===== src/rtl/i2c_irq_pkg.sv =====
package i2c_irq_pkg;
  // status / mask bit positions (software decodes these)
  localparam int BIT_DONE    = 0;
  localparam int BIT_ACKERR  = 1;
  localparam int BIT_HSNACK  = 2;
  localparam int BIT_RSDONE  = 4;
  // start register bit positions
  localparam int BIT_GO      = 0;
  localparam int BIT_SEGTRIG = 14;
  localparam int BIT_RSCFG   = 15;
  // word addresses
  localparam int ADDR_STAT   = 0;
  localparam int ADDR_MASK   = 1;
  localparam int ADDR_START  = 2;
endpackage


===== src/rtl/irq_stat_bank.sv =====
module irq_stat_bank #(
  parameter int DATA_W = 16,
  parameter logic [DATA_W-1:0] VALID = '0
) (
  input  logic              clk,
  input  logic              rst,
  input  logic [DATA_W-1:0] evt_i,
  input  logic [DATA_W-1:0] clr_i,
  output logic [DATA_W-1:0] stat_o,
  output logic [DATA_W-1:0] stat_d_o
);
  for (genvar i = 0; i < DATA_W; i++) begin : g_bit
    if (VALID[i]) begin : g_live
      logic q;
      // a fresh event beats a clear in the same cycle
      assign stat_d_o[i] = evt_i[i] | (q & ~clr_i[i]);
      always_ff @(posedge clk) begin
        if (rst) q <= 1'b0;
        else     q <= stat_d_o[i];
      end
      assign stat_o[i] = q;

      assert_evt_sets_R2: assert property (@(posedge clk) disable iff (rst)
        evt_i[i] |=> stat_o[i]);
      assert_sticky_R2: assert property (@(posedge clk) disable iff (rst)
        (stat_o[i] && !clr_i[i]) |=> stat_o[i]);
      assert_clear_R3: assert property (@(posedge clk) disable iff (rst)
        (clr_i[i] && !evt_i[i]) |=> !stat_o[i]);
      assert_evt_wins_R4: assert property (@(posedge clk) disable iff (rst)
        (clr_i[i] && evt_i[i]) |=> stat_o[i]);
    end else begin : g_rsvd
      assign stat_d_o[i] = 1'b0;
      assign stat_o[i]   = 1'b0;
    end
  end
endmodule


===== src/rtl/irq_mask_reg.sv =====
module irq_mask_reg #(
  parameter int DATA_W = 16,
  parameter logic [DATA_W-1:0] VALID = '0
) (
  input  logic              clk,
  input  logic              rst,
  input  logic              we_i,
  input  logic [DATA_W-1:0] wdata_i,
  output logic [DATA_W-1:0] mask_o,
  output logic [DATA_W-1:0] mask_d_o
);
  assign mask_d_o = we_i ? (wdata_i & VALID) : mask_o;

  always_ff @(posedge clk) begin
    if (rst) mask_o <= '0;
    else     mask_o <= mask_d_o;
  end

  assert_mask_rsvd_R9: assert property (@(posedge clk) disable iff (rst)
    (mask_o & ~VALID) == '0);
  assert_mask_hold_R6: assert property (@(posedge clk) disable iff (rst)
    !we_i |=> $stable(mask_o));
endmodule


===== src/rtl/xfer_start_reg.sv =====
module xfer_start_reg (
  input  logic clk,
  input  logic rst,
  input  logic we_i,
  input  logic go_bit_i,
  input  logic trig_bit_i,
  input  logic cfg_bit_i,
  output logic go_o,
  output logic seg_trig_o,
  output logic rs_cfg_o
);
  always_ff @(posedge clk) begin
    if (rst) begin
      go_o       <= 1'b0;
      seg_trig_o <= 1'b0;
      rs_cfg_o   <= 1'b0;
    end else begin
      go_o       <= we_i & go_bit_i;
      seg_trig_o <= we_i & trig_bit_i;
      if (we_i) rs_cfg_o <= cfg_bit_i;
    end
  end

  assert_go_one_cycle_R7: assert property (@(posedge clk) disable iff (rst)
    (go_o && !(we_i && go_bit_i)) |=> !go_o);
  assert_trig_one_cycle_R8: assert property (@(posedge clk) disable iff (rst)
    (seg_trig_o && !(we_i && trig_bit_i)) |=> !seg_trig_o);
  assert_cfg_hold_R8: assert property (@(posedge clk) disable iff (rst)
    !we_i |=> $stable(rs_cfg_o));
endmodule


===== src/rtl/i2c_evt_irq_unit.sv =====
module i2c_evt_irq_unit
  import i2c_irq_pkg::*;
#(
  parameter int DATA_W = 16,
  parameter int ADDR_W = 2
) (
  input  logic              clk,
  input  logic              rst,
  input  logic              evt_done_i,
  input  logic              evt_ackerr_i,
  input  logic              evt_hsnack_i,
  input  logic              evt_rsdone_i,
  input  logic              bus_wr_i,
  input  logic [ADDR_W-1:0] bus_addr_i,
  input  logic [DATA_W-1:0] bus_wdata_i,
  output logic [DATA_W-1:0] bus_rdata_o,
  output logic              irq_o,
  output logic              go_o,
  output logic              seg_trig_o,
  output logic              rs_cfg_o
);
  localparam logic [DATA_W-1:0] ONE = DATA_W'(1);
  localparam logic [DATA_W-1:0] VALID =
    (ONE << BIT_DONE) | (ONE << BIT_ACKERR) | (ONE << BIT_HSNACK) | (ONE << BIT_RSDONE);

  logic hit_stat, hit_mask, hit_start;
  assign hit_stat  = bus_wr_i && (bus_addr_i == ADDR_W'(ADDR_STAT));
  assign hit_mask  = bus_wr_i && (bus_addr_i == ADDR_W'(ADDR_MASK));
  assign hit_start = bus_wr_i && (bus_addr_i == ADDR_W'(ADDR_START));

  logic [DATA_W-1:0] evt_vec, clr_vec;
  always_comb begin
    evt_vec             = '0;
    evt_vec[BIT_DONE]   = evt_done_i;
    evt_vec[BIT_ACKERR] = evt_ackerr_i;
    evt_vec[BIT_HSNACK] = evt_hsnack_i;
    evt_vec[BIT_RSDONE] = evt_rsdone_i;
  end
  assign clr_vec = hit_stat ? bus_wdata_i : '0;

  logic [DATA_W-1:0] stat_q, stat_d, mask_q, mask_d;

  irq_stat_bank #(.DATA_W(DATA_W), .VALID(VALID)) u_stat (
    .clk(clk), .rst(rst), .evt_i(evt_vec), .clr_i(clr_vec),
    .stat_o(stat_q), .stat_d_o(stat_d));

  irq_mask_reg #(.DATA_W(DATA_W), .VALID(VALID)) u_mask (
    .clk(clk), .rst(rst), .we_i(hit_mask), .wdata_i(bus_wdata_i),
    .mask_o(mask_q), .mask_d_o(mask_d));

  xfer_start_reg u_start (
    .clk(clk), .rst(rst), .we_i(hit_start),
    .go_bit_i(bus_wdata_i[BIT_GO]), .trig_bit_i(bus_wdata_i[BIT_SEGTRIG]),
    .cfg_bit_i(bus_wdata_i[BIT_RSCFG]),
    .go_o(go_o), .seg_trig_o(seg_trig_o), .rs_cfg_o(rs_cfg_o));

  // interrupt registered from next-state values: same edge as status/mask
  always_ff @(posedge clk) begin
    if (rst) irq_o <= 1'b0;
    else     irq_o <= |(stat_d & mask_d);
  end

  logic [DATA_W-1:0] rd_mux;
  always_comb begin
    rd_mux = '0;
    if (bus_addr_i == ADDR_W'(ADDR_STAT))  rd_mux = stat_q;
    if (bus_addr_i == ADDR_W'(ADDR_MASK))  rd_mux = mask_q;
    if (bus_addr_i == ADDR_W'(ADDR_START)) rd_mux[BIT_RSCFG] = rs_cfg_o;
  end

  always_ff @(posedge clk) begin
    if (rst) bus_rdata_o <= '0;
    else     bus_rdata_o <= rd_mux;
  end

  assert_irq_gate_R6: assert property (@(posedge clk) disable iff (rst)
    irq_o == |(stat_q & mask_q));
  assert_stat_rsvd_R9: assert property (@(posedge clk) disable iff (rst)
    (stat_q & ~VALID) == '0);
  assert_go_needs_write_R7: assert property (@(posedge clk) disable iff (rst)
    go_o |-> $past(hit_start));
endmodule


===== config.mk =====
export PLATFORM = sky130hd
export DESIGN_NAME = i2c_evt_irq_unit
export DESIGN_NICKNAME = d
export VERILOG_FILES = /design/src/rtl/i2c_irq_pkg.sv /design/src/rtl/irq_stat_bank.sv /design/src/rtl/irq_mask_reg.sv /design/src/rtl/xfer_start_reg.sv /design/src/rtl/i2c_evt_irq_unit.sv
export SDC_FILE = /design/constraint.sdc
export NUM_CORES = 1
export LEC_CHECK = 0
export BUFFER_PORTS_ARGS = -buffer_cell sky130_fd_sc_hd__buf_2
export CORE_ASPECT_RATIO = 0.9
export CORE_MARGIN = 8
export CORE_UTILIZATION = 45
export DETAILED_ROUTE_END_ITERATION = 8
export PLACE_DENSITY_LB_ADDON = 0.08
export SLEW_MARGIN = 20
export SYNTH_ARGS = -nofsm -noshare
export SYNTH_HDL_FRONTEND = slang
export SYNTH_SLANG_ARGS = --single-unit

===== constraint.sdc =====
create_clock -name clk -period 2.2 [get_ports clk]
set_clock_uncertainty 0.2 [all_clocks]
set_input_delay 0.33 -clock clk [delete_from_list [all_inputs] [get_ports clk]]
set_output_delay 0.33 -clock clk [all_outputs]
set_load 0.03 [all_outputs]

# Word-level counts from Yosys, hierarchy flattened
# Cells that the tools add are included.
[classes] eq_ne=2 mux=5 n_bitwise=15 n_reduce_logical=5
[op_table] operator="$mux W16" count=2
[op_table] operator="$and A5 B16 Y16" count=1
[op_table] operator="$reduce_or A16 Y1" count=1
[op_table] operator="$mux W5" count=2
[op_table] operator="$and A1 B1 Y1" count=6
[op_table] operator="$not A1 Y1" count=4
[op_table] operator="$or A1 B1 Y1" count=4
[op_table] operator="$logic_and A1 B1 Y1" count=3
[op_table] operator="$eq A2 B1 Y1 const B" count=1
[op_table] operator="$eq A2 B2 Y1 const B" count=1
[op_table] operator="$logic_not A2 Y1" count=1
[op_table] operator="$mux W1" count=1
[totals] ff_bits=40 inputBits=25 out_inout_bits=20 elab_cells=37

# Depth between registers and ports, before layout
[logic_depth] word_depth=8 ltp_mapped=5 depth_no_buf=4

# Modules after synthesis
# A second synthesis with hierarchy kept.
[unflattened] hier_cells=195 area_unflattened_um2=2010.7
[by_module_without_submodules] module="i2c_evt_irq_unit" instances=1 cells_each=88 area_each_um2=852.1 seq_area_each_um2=340.3
[by_module_without_submodules] module="irq_mask_reg" instances=1 cells_each=51 area_each_um2=665.6 seq_area_each_um2=320.3
[by_module_without_submodules] module="irq_stat_bank" instances=1 cells_each=49 area_each_um2=399.1 seq_area_each_um2=80.1
[by_module_without_submodules] module="xfer_start_reg" instances=1 cells_each=7 area_each_um2=93.8 seq_area_each_um2=60.1

# Worst setup path before layout
# Ideal clock, no wire load.
[synth_timing] path_kind="in2reg" from="in bus_addr_i[0]" to="reg irq_o" setup_ns=0.132 arrival_time_ns=1.109 required_ns=1.868 path_slack_ns=0.759 stages=5 path_buffers=1 path_cell_list="buf_6 > nand3b_4 > mux2_4 > a22oi_2 > a21oi_1"
[synth_via] elab_chain_len=8 word_cells_on_any_way=20 cone_classes="1 x eq/ne; 2 x mux; 13 x bitwise; 4 x reduce/logical"
[synth_lines] item="from (decl)" line_no="i2c_evt_irq_unit.sv:14" source="input logic [ADDR_W-1:0] bus_addr_i,"
[synth_lines] item="$logic_not A2 Y1" line_no="i2c_evt_irq_unit.sv:27" source="assign hit_stat = bus_wr_i && (bus_addr_i == ADDR_W'(ADDR_STAT));"
[synth_lines] item="$logic_and A1 B1 Y1" line_no="i2c_evt_irq_unit.sv:27"
[synth_lines] item="$mux W5" line_no="i2c_evt_irq_unit.sv:39" source="assign clr_vec = hit_stat ? bus_wdata_i : '0;"
[synth_lines] item="$not A1 Y1" line_no="irq_stat_bank.sv:16" source="assign stat_d_o[i] = evt_i[i] | (q & ~clr_i[i]);"
[synth_lines] item="$and A1 B1 Y1" line_no="irq_stat_bank.sv:16"
[synth_lines] item="$or A1 B1 Y1" line_no="irq_stat_bank.sv:16"
[synth_lines] item="$and A5 B16 Y16 *" line_no="i2c_evt_irq_unit.sv:60" source="else irq_o <= |(stat_d & mask_d);"
[synth_lines] item="$reduce_or A16 Y1 *" line_no="i2c_evt_irq_unit.sv:60"
[synth_lines] item="to (signal assigned)" line_no="i2c_evt_irq_unit.sv:60"
[synth_lines] item="to (decl)" line_no="i2c_evt_irq_unit.sv:17" source="output logic irq_o,"
# Mark *: on every way between the ends. The rest lies on a longest branch, timed or not.
# A chain may end at the register's enable or synchronous reset.

# Worst setup path after layout
[layout_timing] from="in bus_addr_i[1]" to="reg irq_o"
# The elaborated chain is that of the path after synthesis.

==> out/qor.txt <==
Status = finished clean
Top post-synthesis cells by count = dfxtp_1, buf_4, nor2b_1
Synthesized area = 798 um^2
Num ports = 45
CTS tree = done
Final count of negative-setup-slack endpoints = 0
DR vias = 597
Reg clk slew, reported paths = 90 ps
Worst IR drop on VDD = 0.397 mV
Largest net degree at the start of global routing = 18
H-tree Lvls = 1
Crit path capture type = flip-flop
Final GP Congestion = 0.744
Final worst path period share = 62.6%
Area after DPL = 880 um^2
Worst-skew pair later-pin latency = 280 ps
Slew Limit Fails = 0
Required @ worst endpoint = 2170 ps
CTS Hold Bufs = 0
Row count = 14
Initial core utilization = 48.0%
Core Area = 1660 um^2
DR WL/cell = 11.9 um
Pwr Density = 652 nW/um^2
Min-Delay Path Class = in2reg
DIE WIDTH = 60.4 um
Clock buffer depth = 2
GRT Resource Usage Total = 9.37%
Antenna diode count = 0
Initial antenna violation count = 0
#FFs+latches synth = 17
Layout cells sized above 1 = 29.1%
Synth-to-Final Area Change = 13.5%
Synth Area per Inst = 9.98 um^2
Synth top area cells = dfxtp_1, buf_4, mux2i_1
# Max-Cap Violations = 0
EDFF count, synth = 0
Setup bufs post-CTS = 0
Design area = 906 um^2
Static Leak = 0.440 nW
Mapped Cells = 80
Worst Path Max Fanout = 15
Vias per cell = 4.70
Starting DRT DRC Count = 14
Setup TNS = 0 ps
Final Hold Viols = 0
Share of the synthesized area in the top cell type = 42.6%
Number of synthesis warnings = 0
TritonCTS buffer count = 3
Clock Sinks = 17
Post-synthesis cell type count = 26
First-pass GRT wire length = 2520 um
Worst setup SP type = input pin
DRC Markers = 0
Crit path time final = 1380 ps
Maximum clock rate = 726 MHz
Most instantiated library cell after synthesis = dfxtp_1
Die area = 3380 um^2
Unrepaired setup endpoints after global routing = false
Hold_ws = 68.7 ps
Fraction of registers with async set or reset after synthesis = 0%
Setup Crit Path Kind = in2reg
Overall power = 0.591 mW
Worst EP arrival = 1340 ps
Fin nets = 129
Vias in the first global route = 583
Grt total ovfl = 0
Prevailing post-synth register cell = dfxtp_1
Root buf cell = clkbuf_4
PostCTS Resize Cnt = 0
Final ANT Viol Nets = 0
Post-synthesis sequential area ratio = 42.6%
Post-Route WL = 1510 um
Synth area leader = dfxtp_1
1st-pass router iterations = 4
IO Port Bufs = 23
Post-DP HPWL = 1190 um
Die Span Y = 56.0 um
-- critical path, stage by stage --
cell and delay (ps):
buf_2 220, nand3b_4 220, mux2_2 360, a22oi_2 140, a21oi_1 80
-- placed cells by master (no fill, tap or decap), drive strengths merged, types with 4 or more instances in the layout --
cell type	instances
nor3	4
buf	23
mux2i	6
conb	11
dfxtp	17
nor2	5
clkbuf	4
nor2b	7
a21oi	5
-- layer usage --
layer | up-vias | GRT usage [%] | part of all wire, % | routed length (um)
met1 | 266 | 11.1 | 43 | 645
met3 | 2 | 3.46 | 9.6 | 146
met2 | 25 | 14.5 | 46 | 702
met4 | 0 | 4.08 | 1.3 | 19
met5 | - | 0 | 0 | 0
li1 | 304 | - | - | -
-- per-stage QoR --
stage,utilization [%],setup slack [ps],instances
floorplan,-,759,90
detailed placement,52.9,521,123
finish,54.4,823,127
global placement,52.9,509,123
global route,54.4,753,127
CTS,54.4,821,127
-- power breakdown --
group / switching, mW / internal, mW / total (mW)
Clock: 0.0878 / 0.0703 / 0.158
Combinational: 0.0706 / 0.0369 / 0.108
Sequential: 0.00498 / 0.320 / 0.325
Total: 0.163 / 0.427 / 0.591
-- logic make-up (layout without fill, tap and decap cells) --
| logic type | count (synthesis) | count (layout) | synth area share, % |
|---|---|---|---|
| and+or+nand+nor | 29 | 29 | 24.6 |
| DFF | 17 | 17 | 42.6 |
| buffers and inverters | 15 | 28 | 13.2 |
| AOI/OAI and AO/OA | 10 | 10 | 8.31 |
| muxes | 8 | 8 | 10.8 |
| other | 1 | 11 | 0.470 |
-- final cells by class --
cell class                 instances  area (um^2)
timing repair buffer              23          115
sequential                        17          340
tap                               24         30.0
fill                             170          758
clock buffer                       4         26.3
multi-input combinational         58          390
inverter                           1         3.75
-- path summary, 6_finish.rpt --
path                                  from                                   to  slack, ps  cells past startpoint
min reg2reg  u_start.rs_cfg_o$_SDFFE_PP0P_        u_start.rs_cfg_o$_SDFFE_PP0P_        280                      2
min                           evt_hsnack_i  u_stat.g_bit[2].g_live.q$_SDFF_PP0_         70                      3
max                          bus_addr_i[1]                     irq_o$_SDFF_PP0_        820                      5
max reg2reg    u_mask.mask_o[0]$_SDFF_PP0_                     irq_o$_SDFF_PP0_       1050                      3
-- registers in the layout (all words and copies together) (netlist names) --
signal,count
bus_rdata_o,5
irq_o,1
u_mask.mask_o,4
u_start.go_o,1
u_start.rs_cfg_o,1
u_start.seg_trig_o,1
u_stat.g_bit.g_live.q,4
Power figures use the tool's default switching activity.
